`config.mk`:
```
export PLATFORM = sky130hd
export DESIGN_NAME = baud_tick_gen
export DESIGN_NICKNAME = d
export VERILOG_FILES = /design/src/rtl/baud_tick_pkg.sv /design/src/rtl/baud_rst_sync.sv /design/src/rtl/baud_phase_acc.sv /design/src/rtl/baud_tick_gen.sv
export SDC_FILE = /design/constraint.sdc
export NUM_CORES = 1
export LEC_CHECK = 0
export ABC_AREA = 1
export BUFFER_PORTS_ARGS = -buffer_cell sky130_fd_sc_hd__buf_2
export CORE_MARGIN = 3
export CORE_UTILIZATION = 30
export CTS_CLUSTER_DIAMETER = 60
export CTS_CLUSTER_SIZE = 10
export DETAILED_ROUTE_END_ITERATION = 12
export MAX_ROUTING_LAYER = met4
export SLEW_MARGIN = 20
export SYNTH_ARGS = -nofsm -noshare
export SYNTH_HDL_FRONTEND = slang
export SYNTH_SLANG_ARGS = --single-unit
```
`constraint.sdc`:
```
create_clock -name clk -period 1.5 [get_ports clk]
set_clock_uncertainty 0.05 [all_clocks]
set_input_delay 0.15 -clock clk [delete_from_list [all_inputs] [get_ports clk]]
set_output_delay 0.15 -clock clk [all_outputs]
set_load 0.1 [all_outputs]
```
`src/rtl/baud_tick_pkg.sv`:
```
package baud_tick_pkg;

  // Rounded phase increment with every intermediate value kept inside 32 bits.
  function automatic int unsigned phase_inc(input int unsigned clk_hz,
                                            input int unsigned rate,
                                            input int unsigned acc_w);
    logic [31:0] numer;
    logic [31:0] denom;
    numer = (32'(rate) << (acc_w - 4)) + (32'(clk_hz) >> 5);
    denom = 32'(clk_hz) >> 4;
    return numer / denom;
  endfunction

endpackage

```
`src/rtl/baud_rst_sync.sv`:
```
module baud_rst_sync #(
  parameter int unsigned STAGES = 2
) (
  input  logic clk,
  input  logic rst_n,
  output logic rst_sync_n
);

  logic [STAGES-1:0] chain_q;
  logic [STAGES-1:0] chain_d;

  always_comb begin
    chain_d = {chain_q[STAGES-2:0], 1'b1};
  end

  always_ff @(posedge clk or negedge rst_n) begin
    if (!rst_n) chain_q <= '0;
    else        chain_q <= chain_d;
  end

  assign rst_sync_n = chain_q[STAGES-1];

endmodule

```
`src/rtl/baud_phase_acc.sv`:
```
module baud_phase_acc #(
  parameter int unsigned ACC_W = 16,
  parameter int unsigned INC   = 151
) (
  input  logic clk,
  input  logic rst_n,
  input  logic en,
  output logic tick
);

  localparam logic [ACC_W:0] INC_EXT = (ACC_W+1)'(INC);
  localparam longint unsigned HALF_SPAN = 64'(1) << (ACC_W - 1);

  // increment must give single-cycle, non-adjacent carries
  if (INC == 0 || 64'(INC) >= HALF_SPAN) begin : g_bad_inc
    $error("baud_phase_acc: increment %0d out of range for width %0d", INC, ACC_W);
  end

  logic [ACC_W-1:0] phase_q, phase_d;
  logic             carry_q, carry_d;
  logic [ACC_W:0]   sum;

  assign sum = {1'b0, phase_q} + INC_EXT;

  always_comb begin
    phase_d = phase_q;
    carry_d = 1'b0;
    if (en) begin
      phase_d = sum[ACC_W-1:0];
      carry_d = sum[ACC_W];
    end
  end

  always_ff @(posedge clk or negedge rst_n) begin
    if (!rst_n) begin
      phase_q <= '0;
      carry_q <= 1'b0;
    end else begin
      phase_q <= phase_d;
      carry_q <= carry_d;
    end
  end

  assign tick = carry_q;

  assert_no_double_tick_R5: assert property (@(posedge clk) disable iff (!rst_n)
    tick |=> !tick);

  assert_gated_off_R7: assert property (@(posedge clk) disable iff (!rst_n)
    !en |=> (!tick && phase_q == $past(phase_q)));

  assert_carry_tick_R1: assert property (@(posedge clk) disable iff (!rst_n)
    (en && ({1'b0, phase_q} + INC_EXT) > {1'b0, {ACC_W{1'b1}}}) |=> tick);

  always @(negedge clk) begin
    if (!rst_n) begin
      assert_reset_clear_R6: assert (phase_q == '0 && !tick);
    end
  end

endmodule

```
`src/rtl/baud_tick_gen.sv`:
```
module baud_tick_gen #(
  parameter int unsigned CLK_HZ = 50_000_000,
  parameter int unsigned BAUD   = 115_200,
  parameter int unsigned ACC_W  = 16
) (
  input  logic clk,
  input  logic rst_n,
  input  logic en,
  output logic tick_1x,
  output logic tick_8x
);

  localparam int unsigned NUM_RATES = 2;

  logic                 rst_sync_n;
  logic [NUM_RATES-1:0] ticks;

  baud_rst_sync #(.STAGES(2)) u_rst (
    .clk        (clk),
    .rst_n      (rst_n),
    .rst_sync_n (rst_sync_n)
  );

  for (genvar g = 0; g < NUM_RATES; g++) begin : g_rate
    localparam int unsigned MULT = (g == 0) ? 1 : 8;
    localparam int unsigned INC  = baud_tick_pkg::phase_inc(CLK_HZ, BAUD * MULT, ACC_W);
    baud_phase_acc #(.ACC_W(ACC_W), .INC(INC)) u_acc (
      .clk   (clk),
      .rst_n (rst_sync_n),
      .en    (en),
      .tick  (ticks[g])
    );
  end

  assign tick_1x = ticks[0];
  assign tick_8x = ticks[1];

endmodule

```
Word-level counts from Yosys, hierarchy flattened
Cells that the tools add are included.
{ "classes": {"n_addsub": 2, "n_mux": 2} }
{ "op_table": {"columns": ["cell", "count"], "rows": [
  ["16-bit by 11-bit adder with 17-bit output (second input constant)", 1],
  ["16-bit by 8-bit adder with 17-bit output (second input constant)", 1],
  ["1-bit two-way mux", 2]
]} }
{ "totals": {"regBits": 36, "in_bits": 3, "wordCells": 9, "out_inout_bits": 2} }

Logic depth before layout (Yosys ltp)
{ "logic_depth": {"ltp_word": 2, "mapped_depth": 11, "depth_no_buf": 11} }

By module
A second synthesis with hierarchy kept.
{ "unflattened": {"hier_cells": 217, "area_unflattened_um2": 1794.2} }
{ "modules_own_cells": {"columns": ["mod", "seq_area_each_um2", "instances", "area_each_um2", "cells_each"], "rows": [
  ["baud_phase_acc at g_rate[0].u_acc", 425.4, 1, 923.4, 117],
  ["baud_phase_acc at g_rate[1].u_acc", 350.3, 1, 817.0, 97],
  ["baud_rst_sync", 50.0, 1, 53.8, 3]
]} }

Worst setup path after synthesis
Ideal clock, no wire load.
{ "synth_timing": {"kind": "register to register", "start": "register g_rate[0].u_acc.phase_q[0]", "end": "register g_rate[0].u_acc.phase_q[10]", "required_ps": 1325, "slack_ps": 200, "stages_incl_launch_ff": 10, "path_buffers": 0, "t_arrival_ps": 1125, "setup_ps": 125, "synth_period_minus_slack_ps": 1300, "path_cell_list": "dfrtp_1 inv_1 ha_1 inv_1 nand2_1 nand3_1 nand3_1 nand2_2 nand2_1 xor2_1"} }
{ "synth_via": {"elab_chain_cells": 1} }
{ "synth_rtl": {"columns": ["item", "line_no", "text"], "rows": [
  ["start, declared", "baud_phase_acc.sv:19", "logic [ACC_W-1:0] phase_q, phase_d;"],
  ["start signal, assigned", "baud_phase_acc.sv:39", "phase_q <= phase_d;"],
  ["16-bit by 8-bit adder with 17-bit output", "baud_phase_acc.sv:23", "assign sum = {1'b0, phase_q} + INC_EXT;"]
]} }
No other way between the ends.
A chain may end at the register's enable or synchronous reset.

Worst setup path in the final report
{ "layout_timing": {"start": "register g_rate[1].u_acc.phase_q[3]", "end": "register g_rate[1].u_acc.phase_q[11]"} }
{ "layout_via": {"elab_chain_cells": 1} }
{ "layout_rtl": {"columns": ["item", "line_no"], "rows": [
  ["start, declared", "baud_phase_acc.sv:19"],
  ["start signal, assigned", "baud_phase_acc.sv:39"],
  ["16-bit by 11-bit adder with 17-bit output", "baud_phase_acc.sv:23"]
]} }
No other way between the ends.

==> impl_metrics.json <==
{
  "dieArea_sq_um": 6740,
  "cp_common_cell": "nand2_1",
  "netlist_instances": 219,
  "critical_path_class": "flop to flop",
  "numCtsBuffers": 5,
  "crit_required_ns": 1.63,
  "yosysSeqAreaShare_pct": 47.6,
  "synth.area.top_cells": "dfrtp_1 48%, nand2_1 15%, inv_1 8.0%, xor2_1 6.6%, nand3_1 5.5%",
  "finalCriticalPeriod_ns": 1.38,
  "grt_pass1_wl_mm": 5.73,
  "grt_max_degree": 32,
  "setup_tns_ns": 0,
  "multi_input_area_sq_um": 771,
  "cts_sinks": 33,
  "clkLatencyLatePin_ns": 0.28,
  "dr.pass1.iters": 4,
  "regArea_sq_um": 826,
  "antenna_found_initial": 0,
  "cp_slowest_stage_delay_ns": 0.38,
  "powerDensity_nw_per_um2": 2030,
  "die_w_um": 82.1,
  "cp-end-kind": "flop",
  "drv_slew": 0,
  "routed_wl_mm": 2.98,
  "arrival_ns": 1.50,
  "syn_avg_cell_area_sq_um": 7.93,
  "ant_nets": 0,
  "ys_ff_latch": 33,
  "viasPerCell": 4.31,
  "grt-ovfl-total": 0,
  "place_congestion": 0.798,
  "io_buffers": 4,
  "fin_cells": 305,
  "wl_per_cell_um": 9.75,
  "whs_ns": 0.125,
  "cp_max_fo": 6,
  "power.leakage_nw": 1.03,
  "drtIter0Drc": 46,
  "initial_utilization_pct": 31.3,
  "synth_cell_type_count": 27,
  "synth_ff_type": "dfrtp_1",
  "final_nets": 237,
  "crit_path_start_kind": "flop",
  "async_reset_ff_share_pct": 100,
  "diodes": 0,
  "hold_path.class": "input pin to asynchronous set/reset pin",
  "syn_nets": 224,
  "drive_gt1_share_pct": 16.7,
  "synth_warnings": 0,
  "num_vias": 1314,
  "post-place-cells": 295,
  "crit_slowest_cell": "dfrtp_1",
  "max_freq_mhz": 725,
  "first_global_vias": 1324,
  "area_growth_syn_to_layout_pct": 13.8,
  "io_pins": 5,
  "cts_buffer_depth": 2,
  "root_buffer": "clkbuf_8",
  "layout_setup_ws_ns": 0.120,
  "post-route-drc-count": 0,
  "syn_area_sq_um": 1740,
  "maxCapViolations": 0,
  "place_ws_ns": 0.0949,
  "fp.dieH_um": 82.1,
  "synth_edf_count": 0,
  "core_area_sq_um": 5540,
  "hold_viol_final": 0,
  "post-route-period-util_pct": 92.0,
  "clk_pin_slew_ns": 0.07,
  "fillerInstances": 595,
  "yosysTopAreaCell": "dfrtp_1",
  "ir_drop_uv": 840,
  "dp_hpwl_mm": 2.14,
  "fp-row-count": 27,
  "setup_violations": 0,
  "outcome": "finished, final reports clean",
  "grtUsageTotal_pct": 11.4,
  "cts_tree": "built",
  "cts_max_level": 2,
  "yosysTopAreaCellShare_pct": 47.6,
  "crit_chain": "inv_2, ha_2, inv_2, nand2_2, nand2_2, nor2_2, o21ai_4, nand2_1, nand2_1, nand2_1"
}
state kept, by name (all words and copies together), names as in the netlist:
name                  flops
g_rate.u_acc.phase_q     29
g_rate.u_acc.tick         2
u_rst.chain_q             2
placed cells by master, fill, tap and decap left out, drive strengths merged:
cell type and n:
nor4b 1, a21oi 1, clkinv 2, buf 8, nor4 2, nor3 4, clkbuf 6, nand3 20
nor2 11, nand2 76, dlygate4sd3 1, nand4 2, xor2 13, xnor2 2, ha 2, o22ai 1
and3 1, conb 1, o21ai 7, dfrtp 33, inv 39
report_power, final:
group	switching, mW	internal (mW)
combinational	1.05	0.645
clock	0.332	0.322
sequential	0.368	1.30
total	1.75	2.26
logic make-up after synthesis:
group	synth area share [%]
compound gates	3.31
fa+ha+maj	1.44
buf+inv	9.44
xor+xnor	7.57
flops	47.6
simple gates	30.5
other cells	0.216
metal layers:
layer | global-route usage (%) | wire length (um)
met3 | 3.62 | 95
met2 | 17.7 | 1410
met5 | - | 0
met1 | 14.1 | 1450
met4 | 3.49 | 23
timing repair:
action                     4_1_cts  5_1_grt
resized for setup                0       10
hold endpoints to repair         2        0
setup endpoints to repair        0        6
hold buffers                     1        0
buffers inserted                 0        1
path summary, 6_finish.rpt:
| path | start | end | slack (ns) | cells past startpoint |
|---|---|---|---|---|
| min in group clk | en | g_rate[0].u_acc.phase_q[9] | 0.18 | 3 |
| setup / recovery | g_rate[1].u_acc.phase_q[3] | g_rate[1].u_acc.phase_q[11] | 0.12 | 10 |
| hold / removal | rst_n | u_rst.chain_q[1] | 0.13 | 2 |
| hold reg to reg | u_rst.chain_q[1] | g_rate[1].u_acc.phase_q[4] | 0.21 | 1 |
| setup reg to reg | g_rate[1].u_acc.phase_q[3] | g_rate[1].u_acc.phase_q[11] | 0.12 | 10 |
| max in group asynchronous | u_rst.chain_q[1] | g_rate[0].u_acc.phase_q[0] | 0.91 | 1 |
stage by stage:
| step | power, mW | utilization (%) | instance area [sq um] |
|---|---|---|---|
| after floorplan | 2.95 | - | 1740 |
| after global placement | 3.26 | 33.4 | 1850 |
| after detailed placement | 3.29 | 33.4 | 1850 |
| after CTS | 3.96 | 35.1 | 1940 |
| after global routing | 4.46 | 35.7 | 1980 |
| final | 4.01 | 35.7 | 1980 |
synth_stat cells, drive strengths merged (2+ instances only):
master / n
nand2: 76
buf: 3
nand3: 20
dfrtp: 33
o21ai: 7
inv: 39
xnor2: 2
nand4: 2
ha: 2
nor4: 2
nor2: 11
nor3: 4
xor2: 13
worst max-delay path, delay by kind of cell, from the launching register on:
kind                     cells  cell delay, ns
AO/OA/AOI/OAI                1            0.20
adder cells (fa/ha/maj)      1            0.19
buffers and inverters        2            0.10
flip-flops                   1            0.38
AND/OR/NAND/NOR              6            0.37
area by class of cell:
type | count | share of cell area, %
sequential | 33 | 41.8
multi-input combinational | 144 | 39.0
clock inverter | 2 | 0.507
clock buffer | 6 | 3.67
tap | 72 | 4.56
timing repair buffer | 9 | 3.04
inverter | 39 | 7.41
Note: power is estimated with default switching activity, not from simulation.
